<file path="src/rtl/pxd_pkg.sv">
// Package: shared types and fixed geometry of the pixel input deserializer.
// Assumes: input formats are fixed in width; only the output component
// width is a parameter of the top module.
package pxd_pkg;

    // Input mode as loaded at frame start
    typedef enum logic [1:0] {
        MODE_WIDE18   = 2'd0,
        MODE_WIDE16   = 2'd1,
        MODE_BYTE_RGB = 2'd2,
        MODE_BYTE_YCC = 2'd3
    } in_mode_e;

    localparam int BUS_W  = 18;   // full parallel input width
    localparam int BYTE_W = 8;    // byte-mode lane width
    localparam int PH_W   = 2;    // byte position counter width (up to 4 bytes per group)

    // Index of the last byte of a group for a given mode
    function automatic logic [PH_W-1:0] last_index(in_mode_e m);
        case (m)
            MODE_BYTE_RGB: last_index = PH_W'(1);
            MODE_BYTE_YCC: last_index = PH_W'(3);
            default:       last_index = PH_W'(0);
        endcase
    endfunction

endpackage

</file>
<file path="src/rtl/pxd_cfg_shadow.sv">
// Module: pxd_cfg_shadow
// Holds the active mode and byte order. The live configuration inputs are
// copied only on a frame-start cycle, so a pixel is never assembled
// across a change of setting.
// Assumes: configuration inputs are static or change freely; only their
// value at a frame-start edge matters.
module pxd_cfg_shadow
    import pxd_pkg::*;
(
    input  logic       clk,
    input  logic       rst_n,
    input  logic       frame_start,
    input  logic [1:0] mode_in,
    input  logic       hi_first_in,
    output in_mode_e   mode_q,
    output logic       hi_first_q
);

    // Load the shadow configuration at frame start; default after reset
    always_ff @(posedge clk) begin
        if (!rst_n) begin
            mode_q     <= MODE_WIDE18;
            hi_first_q <= 1'b0;
        end else if (frame_start) begin
            mode_q     <= in_mode_e'(mode_in);
            hi_first_q <= hi_first_in;
        end
    end

endmodule

</file>
<file path="src/rtl/pxd_phase_ctr.sv">
// Module: pxd_phase_ctr
// Tracks the position of the current byte inside its group. Advances only
// on accepted cycles, wraps after the mode's last byte, and clears on
// frame start.
// Assumes: wide modes have a one-entry group, so the position stays at 0.
module pxd_phase_ctr
    import pxd_pkg::*;
(
    input  logic            clk,
    input  logic            rst_n,
    input  logic            frame_start,
    input  logic            in_en,
    input  in_mode_e        mode,
    output logic [PH_W-1:0] phase,
    output logic            accept,
    output logic            last
);

    // A cycle is taken when enabled and not consumed by a frame start
    always_comb begin
        accept = in_en & ~frame_start;
        last   = (phase == last_index(mode));
    end

    // Byte position: clear on frame start, step or wrap on accepted bytes
    always_ff @(posedge clk) begin
        if (!rst_n) begin
            phase <= '0;
        end else if (frame_start) begin
            phase <= '0;
        end else if (accept) begin
            phase <= last ? '0 : phase + PH_W'(1);
        end
    end

endmodule

</file>
<file path="src/rtl/pxd_pixel_fmt.sv">
// Module: pxd_pixel_fmt
// Keeps the earlier bytes of a group and emits registered pixels with a
// one-cycle valid. Components are zero-extended to CW bits.
// Assumes: CW >= 8; the phase and accept inputs come from pxd_phase_ctr
// running under the same active mode.
module pxd_pixel_fmt
    import pxd_pkg::*;
#(
    parameter int CW = 8
) (
    input  logic             clk,
    input  logic             rst_n,
    input  logic             accept,
    input  logic [PH_W-1:0]  phase,
    input  in_mode_e         mode,
    input  logic             hi_first,
    input  logic [BUS_W-1:0] in_data,
    output logic             pix_valid,
    output logic             pix_ycc,
    output logic [CW-1:0]    pix_c0,
    output logic [CW-1:0]    pix_c1,
    output logic [CW-1:0]    pix_c2
);

    logic [BYTE_W-1:0]   cur_byte;
    logic [BYTE_W-1:0]   hold_first;   // byte 0: RGB first byte or Cb
    logic [BYTE_W-1:0]   hold_y0;      // byte 1 in YCbCr
    logic [BYTE_W-1:0]   hold_cr;      // byte 2 in YCbCr
    logic [2*BYTE_W-1:0] word16;
    logic                emit;
    logic                n_ycc;
    logic [CW-1:0]       n_c0, n_c1, n_c2;

    // Build the byte-mode RGB565 word from the stored and current bytes
    always_comb begin
        cur_byte = in_data[BYTE_W-1:0];
        word16   = hi_first ? {hold_first, cur_byte} : {cur_byte, hold_first};
    end

    // Decide whether this cycle completes a pixel and compute its fields
    always_comb begin
        emit  = 1'b0;
        n_ycc = 1'b0;
        n_c0  = '0;
        n_c1  = '0;
        n_c2  = '0;
        case (mode)
            MODE_WIDE18: begin
                emit = accept;
                n_c0 = CW'(in_data[17:12]);
                n_c1 = CW'(in_data[11:6]);
                n_c2 = CW'(in_data[5:0]);
            end
            MODE_WIDE16: begin
                emit = accept;
                n_c0 = CW'(in_data[15:11]);
                n_c1 = CW'(in_data[10:5]);
                n_c2 = CW'(in_data[4:0]);
            end
            MODE_BYTE_RGB: begin
                emit = accept && (phase == PH_W'(1));
                n_c0 = CW'(word16[15:11]);
                n_c1 = CW'(word16[10:5]);
                n_c2 = CW'(word16[4:0]);
            end
            MODE_BYTE_YCC: begin
                emit  = accept && (phase >= PH_W'(2));
                n_ycc = 1'b1;
                n_c1  = CW'(hold_first);
                if (phase == PH_W'(2)) begin
                    n_c0 = CW'(hold_y0);
                    n_c2 = CW'(cur_byte);
                end else begin
                    n_c0 = CW'(cur_byte);
                    n_c2 = CW'(hold_cr);
                end
            end
        endcase
    end

    // Store the leading bytes of a group as they are accepted
    always_ff @(posedge clk) begin
        if (!rst_n) begin
            hold_first <= '0;
            hold_y0    <= '0;
            hold_cr    <= '0;
        end else if (accept) begin
            if (phase == PH_W'(0)) hold_first <= cur_byte;
            if (phase == PH_W'(1)) hold_y0    <= cur_byte;
            if (phase == PH_W'(2)) hold_cr    <= cur_byte;
        end
    end

    // Register the output pixel; components hold between strobes
    always_ff @(posedge clk) begin
        if (!rst_n) begin
            pix_valid <= 1'b0;
            pix_ycc   <= 1'b0;
            pix_c0    <= '0;
            pix_c1    <= '0;
            pix_c2    <= '0;
        end else begin
            pix_valid <= emit;
            if (emit) begin
                pix_ycc <= n_ycc;
                pix_c0  <= n_c0;
                pix_c1  <= n_c1;
                pix_c2  <= n_c2;
            end
        end
    end

endmodule

</file>
<file path="src/rtl/pixel_deser.sv">
// Module: pixel_deser (top)
// Parallel pixel input deserializer: configuration shadow, byte position
// counter and pixel formatter, all in the pixel clock domain.
// Assumes: inputs are synchronous to clk; COMP_W >= 8.
module pixel_deser
    import pxd_pkg::*;
#(
    parameter int COMP_W = 8
) (
    input  logic              clk,
    input  logic              rst_n,
    input  logic              frame_start,
    input  logic              in_en,
    input  logic [17:0]       in_data,
    input  logic [1:0]        cfg_mode,
    input  logic              cfg_hi_first,
    output logic              pix_valid,
    output logic              pix_ycc,
    output logic [COMP_W-1:0] pix_c0,
    output logic [COMP_W-1:0] pix_c1,
    output logic [COMP_W-1:0] pix_c2
);

    in_mode_e        act_mode;
    logic            act_hi_first;
    logic [PH_W-1:0] phase;
    logic            accept;
    logic            grp_last;

    pxd_cfg_shadow u_cfg (
        .clk         (clk),
        .rst_n       (rst_n),
        .frame_start (frame_start),
        .mode_in     (cfg_mode),
        .hi_first_in (cfg_hi_first),
        .mode_q      (act_mode),
        .hi_first_q  (act_hi_first)
    );

    pxd_phase_ctr u_phase (
        .clk         (clk),
        .rst_n       (rst_n),
        .frame_start (frame_start),
        .in_en       (in_en),
        .mode        (act_mode),
        .phase       (phase),
        .accept      (accept),
        .last        (grp_last)
    );

    pxd_pixel_fmt #(.CW(COMP_W)) u_fmt (
        .clk       (clk),
        .rst_n     (rst_n),
        .accept    (accept),
        .phase     (phase),
        .mode      (act_mode),
        .hi_first  (act_hi_first),
        .in_data   (in_data),
        .pix_valid (pix_valid),
        .pix_ycc   (pix_ycc),
        .pix_c0    (pix_c0),
        .pix_c1    (pix_c1),
        .pix_c2    (pix_c2)
    );

    logic unused_last;
    assign unused_last = grp_last;

endmodule

</file>
<file path="config.mk">
export PLATFORM = sky130hd
export DESIGN_NAME = pixel_deser
export DESIGN_NICKNAME = d
export VERILOG_FILES = /design/src/rtl/pxd_pkg.sv /design/src/rtl/pxd_cfg_shadow.sv /design/src/rtl/pxd_phase_ctr.sv /design/src/rtl/pxd_pixel_fmt.sv /design/src/rtl/pixel_deser.sv
export SDC_FILE = /design/constraint.sdc
export NUM_CORES = 1
export LEC_CHECK = 0
export ABC_AREA = 1
export BUFFER_PORTS_ARGS = -buffer_cell sky130_fd_sc_hd__buf_2
export CORE_MARGIN = 1
export CORE_UTILIZATION = 50
export CTS_BUF_LIST = sky130_fd_sc_hd__clkbuf_4 sky130_fd_sc_hd__clkbuf_8 sky130_fd_sc_hd__clkbuf_16
export CTS_CLUSTER_DIAMETER = 80
export CTS_CLUSTER_SIZE = 24
export DETAILED_ROUTE_END_ITERATION = 6
export HOLD_SLACK_MARGIN = 0.03
export PLACE_DENSITY_LB_ADDON = 0.2
export SETUP_SLACK_MARGIN = 0.4
export SKIP_CTS_REPAIR_TIMING = 1
export SLEW_MARGIN = 10
export SYNTH_ARGS = -nofsm -noshare
export SYNTH_HDL_FRONTEND = slang
export SYNTH_SLANG_ARGS = --single-unit
</file>
<file path="constraint.sdc">
create_clock -name clk -period 2.6 [get_ports clk]
set_clock_uncertainty 0.15 [all_clocks]
set_input_delay 0.26 -clock clk [delete_from_list [all_inputs] [get_ports clk]]
set_output_delay 0.26 -clock clk [all_outputs]
set_load 0.02 [all_outputs]
</file>
==> metrics.md, run 1 <==
| Metric | Value |
|---|---|
| Critical Path RT | `2.66 ns` |
| WS Path Type | `flip-flop to flip-flop` |
| Hold_sp | `cfg_mode[0]` |
| R2R cell count | `9` |
| Clock share of power | `28.6%` |
| Setup tns final | `0 ns` |
| Max_slew headroom | `about 64%` |
| Crit path buffers/inverters | `2` |
| Via count | `2953` |
| Seq/Total Area, Yosys | `38.0%` |
| CTS clk-pin slew, worst paths | `0.09 ns` |
| Final core occ | `58.5%` |
| Synthesized instance count | `457` |
| TritonCTS clock tree | `yes` |
| Share of cells above drive strength 1 | `around 15%` |
| PortBufs | `50` |
| Status | `completed` |
| Die Y | `about 78 microns` |
| Slew Limit Fails | `0` |
| R2r endpoint | `u_fmt.pix_c1[3]$_SDFFE_PN0P_` |
| Largest net degree at the start of global routing | `26` |
| GP Congestion | `0.940` |
| Vias in the first global route | `roughly 2600` |
| Cell Chain, Critical Path | `inv_1 -> ha_1 -> nor2_1 -> nand2_2 -> inv_2 -> nor2_4 -> nand2_1 -> nor2_1 -> nor2_1` |
| #FFs+latches synth | `55` |
| Unrepaired setup endpoints after global routing | `false` |
| Initial antenna violation count | `0` |
| Fmax | `around 500 MHz` |
| Root Driver | `clkbuf_8` |
| Crit path top cell by count | `nor2_1` |
| Hold Path Class | `input port to flip-flop` |
| Nets | `roughly 530` |
| Max clock buf depth | `2` |
| Post-synthesis compound-gate area fraction | `13.1%` |
| Synth unique cells | `22` |
| Power Internal | `about 1.2 mW` |
| Commonest non-fill, non-tap cell in the layout | `nand2_1` |
| Grt total ovfl | `0` |
| Logic pwr share | `18.1%` |
| CP max stage cell | `ha_1` |
| H-tree depth | `2` |
| Final setup fails | `0` |
| Yosys Warn Count | `0` |
| Diode count | `0` |
| Max cap viols | `0` |
| First-pass GRT wire length | `~13000 microns` |
| Total CTS buffers | `5` |
| Main combinational cell family by area after synthesis | `simple AND/OR/NAND/NOR gates` |
| Post-route minimum period | `2.04 ns` |
| Final Hold Viols | `0` |
| Die area | `0.00610 sq mm` |
| Via-to-Cell Ratio | `5.19` |
| Post-Synth XOR/XNOR Area | `0%` |
| Seq pwr share | `53.3%` |
| Total GRT Usage | `26.2%` |
| Starting Density | `52.3%` |
| Core ar. | `between 0.005 and 0.006 sq mm` |
| CP max stage delay | `0.40 ns` |
| Crit path max-delay family | `simple AND/OR/NAND/NOR gates` |
| FP Rows | `27` |
| Worst Path Arrival | `around 2.1 ns` |
| Nature of the critical path endpoint | `flip-flop` |
| Routed Antenna Nets | `0` |
| Switching power | `0.510 mW` |
| Syn nets | `~500` |
| Die X | `78.1 microns` |
| Simple-gate share of the synthesized area | `36.8%` |
| Ports | `51` |
| Worst setup SP type | `flip-flop` |
| DRC errors left | `0` |
| Most frequent cells in the layout | `nand2_1 (175), dfxtp_1 (55), buf_2 (50)` |
| Clock latency on the worst-skew pair | `0.31 ns` |
| Peak VDD IR | `0.244 mV` |
| # fillers | `between 500 and 600` |
| Period utilization | `78.6%` |
| Net Sw Frac | `30.0%` |
| Drt wl/cell | `between 10 and 15 microns` |
| Clk sinks | `55` |
| Final Total Pwr | `around 1.7 mW` |
| Adder-cell area share of the yosys netlist | `1.73%` |
| Hold Path Sink | `u_cfg.mode_q[0]$_SDFFE_PN0P_` |
| First drt pass iteration count | `5` |
| Reg-to-reg slack, setup | `0.56 ns` |
| Power Dens Cells | `525 mW/mm^2` |
| Post-synthesis mux area share | `0%` |
| Hpwl dp | `5550 microns` |
| P_leak | `1.59 nW` |
| DRT iter0 DRCs | `261` |
| Slew @ Worst Pin | `0.535 ns` |
| Total wire length | `7730 microns` |
| Critical R2R Launch | `u_phase.phase[0]$_SDFFE_PP0P_` |
| P&R area growth vs syn | `11.8%` |
| WHS Path Cells | `3` |
| Post-Syn Area per Cell | `6.34 sq um` |
| Critical path peak fanout | `16` |
| Post-synthesis cell area | `roughly 0.0029 sq mm` |
[flip-flops by register name, summed over array words and instances, names as in the netlist]
register and flops:
u_cfg.hi_first_q 1, u_cfg.mode_q 2, u_fmt.hold_cr 8, u_fmt.hold_first 8, u_fmt.hold_y0 8, u_fmt.pix_c0 8, u_fmt.pix_c1 8, u_fmt.pix_c2 8
u_fmt.pix_valid 1, u_fmt.pix_ycc 1, u_phase.phase 2
[worst max-delay path by stage]
| stage | from | endpoint | slack [ns] | cells past startpoint |
|---|---|---|---|---|
| after detailed placement | u_phase.phase[0]$_SDFFE_PP0P_ | u_fmt.pix_c1[3]$_SDFFE_PN0P_ | 0.58 | 9 |
| after CTS | u_phase.phase[0]$_SDFFE_PP0P_ | u_fmt.pix_c1[3]$_SDFFE_PN0P_ | 0.56 | 9 |
| after floorplan | u_phase.phase[1]$_SDFFE_PP0P_ | u_fmt.pix_c0[6]$_SDFFE_PN0P_ | 1.05 | 10 |
| after global placement | u_phase.phase[0]$_SDFFE_PP0P_ | u_fmt.pix_c1[3]$_SDFFE_PN0P_ | 0.62 | 9 |
| after global routing | u_phase.phase[0]$_SDFFE_PP0P_ | u_fmt.pix_c2[5]$_SDFFE_PN0P_ | 0.43 | 9 |
| final | u_phase.phase[0]$_SDFFE_PP0P_ | u_fmt.pix_c1[3]$_SDFFE_PN0P_ | 0.56 | 9 |
[routing by layer]
layer	vias to the layer above	wire length, microns	part of all wire [%]	track usage, %
met1	1329	3670	47	35.2
met3	10	425	5.5	4.19
met4	0	102	1.3	10.0
met2	92	3540	46	42.0
li1	1522	-	-	-
met5	-	0	0	0
[power by group through the flow]
stage | clock [mW] | sequential, mW | combinational [mW]
floorplan | 0 | 0.948 | 0.187
global placement | 0 | 0.924 | 0.301
detailed placement | 0 | 0.925 | 0.305
CTS | 0.501 | 0.906 | 0.306
global route | 0.530 | 0.911 | 0.346
finish | 0.486 | 0.906 | 0.308
[per-stage QoR]
step	cell area, sq um	setup WS (ns)	cells	hold WS (ns)
floorplan	2900	1.05	457	0.275
global placement	3150	0.616	561	0.275
CTS	3240	0.555	569	0.0789
global route	3240	0.429	569	0.0950
finish	3240	0.557	569	0.0814
detailed placement	3150	0.579	561	0.285
[synthesized netlist by cell type]
library cell,instances,area share (%)
nand3_2,1,0.35
dfxtp_1,55,38
clkbuf_1,8,1.0
o211ai_1,5,1.3
buf_2,6,1.0
nand4_1,5,1.1
inv_2,6,0.78
buf_4,2,0.52
nor2_4,3,1.2
nand3_1,39,6.7
nor2_1,27,3.5
nand2_2,3,0.65
buf_1,3,0.39
clkinv_2,1,0.17
ha_1,4,1.7
nand3_4,1,0.60
o21ai_0,36,6.2
a31oi_1,5,1.1
buf_6,2,0.78
a21oi_1,26,4.5
inv_1,44,5.7
nand2_1,175,23
[kinds of logic after synthesis]
kind of cell | count (synthesis)
AO/OA/AOI/OAI | 72
buffers and inverters | 72
adder cells (fa/ha/maj) | 4
flip-flops | 55
AND/OR/NAND/NOR | 254
[worst min-delay path, delay by kind of cell]
family	cells	cell delay, ns
AOI/OAI and AO/OA	2	0.17
buffers and inverters	1	0.07
[cell type report]
class	instances	area (sq um)	share of cell area, %
repair buffers	53	273	8.42
flip-flops and latches	55	1100	34.0
clock buffers	7	83.8	2.59
well taps	72	90.1	2.78
multi-input cells	330	1490	46.1
clock inverters	1	5.00	0.154
inverters	51	193	5.95
No activity file was read; power rests on OpenSTA's default activity.
==> run 2: changes to the inputs <==
Clock period 2.6 ns to 2.09 ns, I/O delays scaled along.
==> run 2 against run 1 <==
Register-to-register slack worse by 0.07 ns; wire length is 2.9% higher; non-clock buffer count is 12 higher; core utilization is 3.3 points higher; via count is 3.1% higher; combinational power is 34% higher; fmax is 27% higher; clock power is 36% higher; worst setup slack worse by 0.074 ns; cell count is 2.1% higher; highest routed layer unchanged.
==> metrics.md, run 2 (synthesis results as in run 1) <==
| Metric | Value |
|---|---|
| Status | `completed` |
| Clk sinks | `55 (unchanged)` |
| FP Rows | `27 (unchanged)` |
| Final setup fails | `0 (unchanged)` |
| Slew Limit Fails | `0 (unchanged)` |
| GP Congestion | `0.970 (+3.2%)` |
| Period utilization | `76.9% (-1.7 points)` |
| Nets | `537 (+2.3%)` |
| Core ar. | `0.00554 sq mm (unchanged)` |
| First-pass GRT wire length | `12500 microns (-0.50%)` |
| Root Driver | `clkbuf_8` |
| Max cap viols | `0 (unchanged)` |
| CP max stage delay | `0.39 ns (about the same)` |
| DRT iter0 DRCs | `333 (+28%)` |
| Total wire length | `7960 microns (+2.9%)` |
| Vias in the first global route | `2605 (+0.66%)` |
| Area occupied by multi-input gates | `0.00152 sq mm (+2.0%)` |
| Grt total ovfl | `0 (unchanged)` |
| Clock latency on the worst-skew pair | `0.31 ns (about the same)` |
| Critical path destination | `u_fmt.pix_c2[5]$_SDFFE_PN0P_` |
| Final Cell Area | `0.00342 sq mm (+5.6%)` |
| Final Hold Viols | `0 (unchanged)` |
| R2R cell count | `9 (unchanged)` |
| Die X | `78.1 microns (unchanged)` |
| Reg-to-reg slack, setup | `0.48 ns (-0.07 ns)` |
| Max_slew headroom | `70.2% (+6.0 points)` |
| Starting Density | `52.3% (unchanged)` |
| Critical Path RT | `2.15 ns (-0.51 ns)` |
| Switching power | `0.643 mW (+26%)` |
| Power Internal | `1.56 mW (+31%)` |
| CP max stage cell | `dfxtp_4` |
| Fmax | `622 MHz (+27%)` |
| H-tree depth | `2 (unchanged)` |
| Share of cells above drive strength 1 | `19.3% (+4.0 points)` |
| Final core occ | `61.7% (+3.3 points)` |
| Total CTS buffers | `5 (unchanged)` |
| Power Dens Cells | `642 mW/mm^2 (+22%)` |
| P&R area growth vs syn | `18.1%` |
| Die area | `0.00610 sq mm (unchanged)` |
| Initial antenna violation count | `0 (unchanged)` |
| R2r endpoint | `u_fmt.pix_c2[5]$_SDFFE_PN0P_` |
| Post-route minimum period | `1.61 ns (-0.436 ns)` |
| Seq pwr share | `51.2% (-2.1 points)` |
| Dpl cell area | `0.00319 sq mm (+1.2%)` |
| First drt pass iteration count | `5 (unchanged)` |
| Clock share of power | `30.0% (+1.4 points)` |
| CP startpoint | `u_phase.phase[0]$_SDFFE_PP0P_` |
| TritonCTS clock tree | `yes` |
| CTS clk-pin slew, worst paths | `0.10 ns (about the same)` |
| Peak VDD IR | `0.502 mV (+110%)` |
| Final Total Pwr | `2.20 mW (+29%)` |
| Critical path peak fanout | `7 (-9)` |
| Cell Chain, Critical Path | `inv_2 -> ha_4 -> nor2_1 -> nand2_2 -> nand3_4 -> buf_4 -> nand2_1 -> nand2_1 -> nor2_1` |
| # fillers | `536 (-6.6%)` |
| Unrepaired setup endpoints after global routing | `false` |
| Logic pwr share | `18.8% (+0.7 points)` |
| Net Sw Frac | `29.2% (-0.77 points)` |
| Max clock buf depth | `2 (unchanged)` |
| Routed Antenna Nets | `0 (unchanged)` |
| Commonest non-fill, non-tap cell in the layout | `nand2_1` |
| Critical R2R Launch | `u_phase.phase[0]$_SDFFE_PP0P_` |
| Worst setup SP type | `flip-flop` |
| Setup tns final | `0 ns (unchanged)` |
| Hold_sp | `cfg_mode[1]` |
| Largest net degree at the start of global routing | `23 (-12%)` |
| Most frequent cells in the layout | `nand2_1 (174), dfxtp_1 (51), buf_2 (50)` |
| Worst Path Arrival | `1.67 ns (-0.43 ns)` |
| Ports | `51 (unchanged)` |
| Diode count | `0 (unchanged)` |
| Via-to-Cell Ratio | `5.24 (+1.0%)` |
| Hold Path Class | `input port to flip-flop` |
| PortBufs | `50 (unchanged)` |
| Total GRT Usage | `26.4% (+0.25 points)` |
| Slew @ Worst Pin | `0.446 ns (-0.0899 ns)` |
| Hpwl dp | `5540 microns (-0.16%)` |
| WS Path Type | `flip-flop to flip-flop` |
| P_leak | `1.67 nW (+4.6%)` |
| Nature of the critical path endpoint | `flip-flop` |
| Register area | `0.00111 sq mm (+0.91%)` |
| DRC errors left | `0 (unchanged)` |
| Die Y | `78.1 microns (unchanged)` |
| Via count | `3046 (+3.1%)` |
| Drt wl/cell | `13.7 microns (+0.76%)` |
==> run 2: final cells by class <==
class	count	area share (%)
clock buffers	8	3.04
inverters	51	5.78
multi-input cells	330	44.6
flip-flops and latches	55	32.5
well taps	72	2.63
repair buffers	65	11.5
==> run 2: power by group through the flow <==
| stage | Sequential [mW] | Clock [mW] | Combinational [mW] |
|---|---|---|---|
| 3_3_place_gp | 1.15 | 0 | 0.377 |
| 4_1_cts | 1.13 | 0.679 | 0.382 |
| 3_5_place_dp | 1.15 | 0 | 0.381 |
| 6_report | 1.13 | 0.659 | 0.413 |
| 2_1_floorplan | 1.18 | 0 | 0.233 |
| 5_1_grt | 1.13 | 0.728 | 0.458 |
==> run 2: through the flow <==
stage | setup WS [ns] | instances | hold WS [ns]
6_report | 0.483 | 581 | 0.0185
5_1_grt | 0.397 | 581 | 0.0385
4_1_cts | 0.180 | 574 | 0.0151
3_5_place_dp | 0.208 | 566 | 0.286
3_3_place_gp | 0.267 | 566 | 0.274
2_1_floorplan | 0.543 | 457 | 0.224
==> run 2: worst min-delay path by stage <==
stage / to / slack (ns) / depth (start not counted)
6_report: u_cfg.mode_q[1]$_SDFFE_PN0P_ / 0.02 / 3
3_3_place_gp: u_fmt.pix_c0[5]$_SDFFE_PN0P_ / 0.27 / 2
3_5_place_dp: u_fmt.pix_ycc$_SDFFE_PN0P_ / 0.29 / 2
2_1_floorplan: u_fmt.hold_y0[6]$_SDFFE_PN0P_ / 0.22 / 2
4_1_cts: u_cfg.mode_q[0]$_SDFFE_PN0P_ / 0.02 / 3
5_1_grt: u_cfg.mode_q[1]$_SDFFE_PN0P_ / 0.04 / 3
==> run 2: critical path, delay by kind of cell (launching register included) <==
| kind | cells | cell delay, ns |
|---|---|---|
| adder cells (fa/ha/maj) | 1 | 0.18 |
| flip-flops | 1 | 0.39 |
| buffers and inverters | 2 | 0.26 |
| AND/OR/NAND/NOR | 6 | 0.51 |
==> run 2: per-layer routing <==
metal / up-vias / global-route usage, % / share of wire (%)
met5: - / 0 / 0
met4: 0 / 8.70 / 1.8
met3: 12 / 4.42 / 6.6
met2: 131 / 42.6 / 45
met1: 1359 / 35.8 / 46
li1: 1544 / - / -
==> run 3: changes to the inputs <==
Settings changed: ABC_AREA 1 to 0.
Clock period 2.09 ns to 1.5 ns, I/O delays scaled along.
==> run 3 against run 2 <==
Wire length up 20%; highest routed layer unchanged; the flow now finishes with violations (negative setup slack); synthesized cell count down 30%; core utilization up 16 points; die area down 0.75%; critical endpoint is now u_fmt.pix_c0[4]$_SDFFE_PN0P_.
==> metrics.md, run 3 <==
| Metric | Value |
|---|---|
| Starting Density | `52.2% (-0.088 points)` |
| WS Path Type | `flip-flop to flip-flop` |
| Total CTS buffers | `5 (unchanged)` |
| Post-route minimum period | `1.70 ns (+0.0956 ns)` |
| Ys async rst share | `0% (unchanged)` |
| Number of synthesized flops with an enable pin | `0 (unchanged)` |
| Max clock buf depth | `2 (unchanged)` |
| Fmax | `587 MHz (-5.6%)` |
| Diode count | `0 (unchanged)` |
| Drt wl/cell | `19.4 microns (+42%)` |
| Critical path peak fanout | `14 (+7)` |
| Syn nets | `351 (-28%)` |
| Final setup margin | `-0.202 ns (-0.686 ns)` |
| PortBufs | `50 (unchanged)` |
| H-tree depth | `2 (unchanged)` |
| Net Sw Frac | `29.6% (+0.33 points)` |
| First-pass GRT wire length | `13100 microns (+4.6%)` |
| Critical R2R Launch | `u_cfg.hi_first_q$_SDFFE_PN0P_` |
| Hold Path Sink | `u_fmt.pix_c2[1]$_SDFFE_PN0P_` |
| R2R cell count | `5 (-4)` |
| Routed Antenna Nets | `0 (unchanged)` |
| Grt total ovfl | `0 (unchanged)` |
| Post-synth top cells | `dfxtp_1 (55), nand2_1 (47), nand3_1 (21), o21ai_0 (21), a21boi_0 (18)` |
| Hpwl dp | `5880 microns (+6.1%)` |
| DP Worst Slack | `-0.183 ns (-0.391 ns)` |
| Post-Syn Area per Cell | `8.93 sq um (+41%)` |
| Worst setup SP type | `flip-flop` |
| Most frequent cells in the layout | `buf_4 (46), buf_6 (33), nand2_1 (32)` |
| Total GRT Usage | `28.2% (+1.8 points)` |
| Cell Chain, Critical Path | `buf_12 -> mux2_2 -> a22oi_1 -> o21ai_1 -> a32o_1` |
| Commonest non-fill, non-tap cell in the layout | `buf_4` |
| Final core occ | `77.5% (+16 points)` |
| Most frequent cell after synthesis | `dfxtp_1` |
| Vias in the first global route | `2646 (+1.6%)` |
| Share of cells above drive strength 1 | `51.2% (+32 points)` |
| GP Congestion | `0.867 (-11%)` |
| Setup tns final | `-3.05 ns (-3.05 ns)` |
| Reg-to-reg slack, setup | `-0.20 ns (-0.69 ns)` |
| WHS Path Cells | `3 (unchanged)` |
| # fillers | `384 (-28%)` |
| Status | `finished with violations` |
| Die X | `77.8 microns (-0.38%)` |
| Core ar. | `0.00551 sq mm (-0.61%)` |
| Seq/Total Area, Yosys | `38.3% (+0.30 points)` |
| Nature of the critical path endpoint | `flip-flop` |
| Yosys Warn Count | `0 (unchanged)` |
| Synth Flop Type | `dfxtp_1` |
| Initial antenna violation count | `0 (unchanged)` |
| Final setup fails | `27 (+27)` |
| Peak VDD IR | `0.435 mV (-13%)` |
| Max_slew headroom | `73.7% (+3.5 points)` |
| DRT iter0 DRCs | `307 (-7.8%)` |
| Max cap viols | `0 (unchanged)` |
| Final Hold Viols | `0 (unchanged)` |
| Slew @ Worst Pin | `0.391 ns (-0.0543 ns)` |
| Via-to-Cell Ratio | `6.06 (+16%)` |
| Hold slack | `0.0181 ns (-0.000458 ns)` |
| Nets | `448 (-17%)` |
| CP max stage delay | `0.36 ns (-0.03 ns)` |
| Cell taking the most area after synthesis | `dfxtp_1` |
| P&R area growth vs syn | `48.5%` |
| R2r endpoint | `u_fmt.pix_c0[4]$_SDFFE_PN0P_` |
| #FFs+latches synth | `55 (unchanged)` |
| Power Dens Cells | `754 mW/mm^2 (+17%)` |
| Synthesized instance count | `322 (-30%)` |
| Logic pwr share | `22.9% (+4.1 points)` |
| Seq pwr share | `49.3% (-1.9 points)` |
| Power Internal | `2.27 mW (+46%)` |
| Clock share of power | `27.8% (-2.2 points)` |
| Root Driver | `clkbuf_8` |
| Clock latency on the worst-skew pair | `0.32 ns (about the same)` |
| Synth unique cells | `38 (+73%)` |
| DRC errors left | `0 (unchanged)` |
| TritonCTS clock tree | `yes` |
| Hold_sp | `in_data[1]` |
| P_leak | `1.76 nW (+5.4%)` |
| CTS clk-pin slew, worst paths | `0.11 ns (about the same)` |
| Die Y | `77.8 microns (-0.38%)` |
| Period utilization | `113% (+37 points)` |
| Ports | `51 (unchanged)` |
| Largest net degree at the start of global routing | `59 (+160%)` |
| Post-synth top area share | `38.3% (+0.30 points)` |
| FP Rows | `27 (unchanged)` |
| Slew Limit Fails | `0 (unchanged)` |
| Via count | `2983 (-2.1%)` |
| Ranking of synthesized cells by area | `dfxtp_1 (38%), nand2_1 (6.1%), mux2i_1 (5.6%)` |
| Total wire length | `9560 microns (+20%)` |
| Die area | `0.00606 sq mm (-0.75%)` |
| CP max stage cell | `dfxtp_2` |
| Unrepaired setup endpoints after global routing | `true` |
| First drt pass iteration count | `5 (unchanged)` |
| Critical Path RT | `1.56 ns (-0.59 ns)` |
| Crit path max-delay family | `compound AO/OA/AOI/OAI gates` |
| Post-synthesis cell area | `0.00287 sq mm (-0.78%)` |
| Failing checks | `negative setup slack` |
| Crit path buffers/inverters | `1 (-1)` |
| Clk sinks | `55 (unchanged)` |
| Switching power | `0.951 mW (+48%)` |
| Hold Path Class | `input port to flip-flop` |
| Worst Path Arrival | `1.76 ns (+0.09 ns)` |
-- run 3: changes by cell type after synthesis, moves of 6 or more --
cell	before	now
o21ai_0	36	21
nand2b_1	0	9
a21boi_0	0	18
a21oi_1	26	8
a21boi_1	0	7
nor2_1	27	8
mux2_2	0	14
a31oi_1	5	11
mux2i_1	0	16
nor2b_1	0	7
nand2_1	175	47
nand3_1	39	21
o211a_1	0	7
inv_1	44	4
-- run 3: routing by layer --
metal / track usage [%] / vias up / share of wire (%)
met4: 9.43 / 0 / 2.4
met3: 4.35 / 23 / 8.0
met1: 35.9 / 1417 / 39
met5: 0 / - / 0
li1: - / 1371 / -
met2: 48.4 / 172 / 50
-- run 3: final cells by class --
class	instances	area [sq um]	share of cell area [%]
tap	72	90.1	2.11
clock inverter	2	15.0	0.352
timing repair buffer	116	1010	23.7
sequential	55	1140	26.8
clock buffer	6	82.6	1.94
inverter	5	28.8	0.674
multi-input combinational	236	1890	44.4
-- run 3: kinds of logic after synthesis --
family	after synthesis	share of synthesized area [%]
and+or+nand+nor	100	17.0
AOI/OAI and AO/OA	101	26.0
buffers and inverters	32	5.92
muxes	30	11.1
DFF	55	38.3
adders and majority gates	4	1.74
-- run 3: worst max-delay path by stage --
stage | start | end | slack, ns | cells after the start
after floorplan | u_phase.phase[0]$_SDFFE_PP0P_ | u_fmt.pix_c0[3]$_SDFFE_PN0P_ | -0.24 | 8
final | u_cfg.hi_first_q$_SDFFE_PN0P_ | u_fmt.pix_c0[4]$_SDFFE_PN0P_ | -0.20 | 5
after global placement | u_phase.phase[1]$_SDFFE_PP0P_ | u_fmt.pix_c0[2]$_SDFFE_PN0P_ | -0.13 | 5
after global routing | u_phase.phase[0]$_SDFFE_PP0P_ | u_fmt.pix_c2[3]$_SDFFE_PN0P_ | -0.25 | 7
after detailed placement | u_phase.phase[1]$_SDFFE_PP0P_ | u_fmt.pix_ycc$_SDFFE_PN0P_ | -0.18 | 6
after CTS | u_cfg.mode_q[0]$_SDFFE_PN0P_ | u_fmt.pix_c2[0]$_SDFFE_PN0P_ | -0.21 | 6
-- run 3: power by group through the flow --
stage               clock network (mW)  logic [mW]  registers, mW
floorplan                            0       0.294           1.63
global placement                     0       0.559           1.60
detailed placement                   0       0.566           1.60
CTS                              0.894       0.569           1.57
global route                     0.955       0.780           1.59
finish                           0.894       0.737           1.59
-- run 3: per-stage QoR --
| stage | cell area [sq um] | std cells | power [mW] |
|---|---|---|---|
| floorplan | 2930 | 322 | 1.93 |
| global placement | 3520 | 466 | 2.15 |
| detailed placement | 3520 | 466 | 2.16 |
| CTS | 3610 | 474 | 3.03 |
| global route | 4270 | 492 | 3.33 |
| finish | 4270 | 492 | 3.22 |
-- run 3: worst min-delay path, stage by stage --
cell and delay, ns:
buf_2 0.15, nand2_1 0.07, a31oi_1 0.08
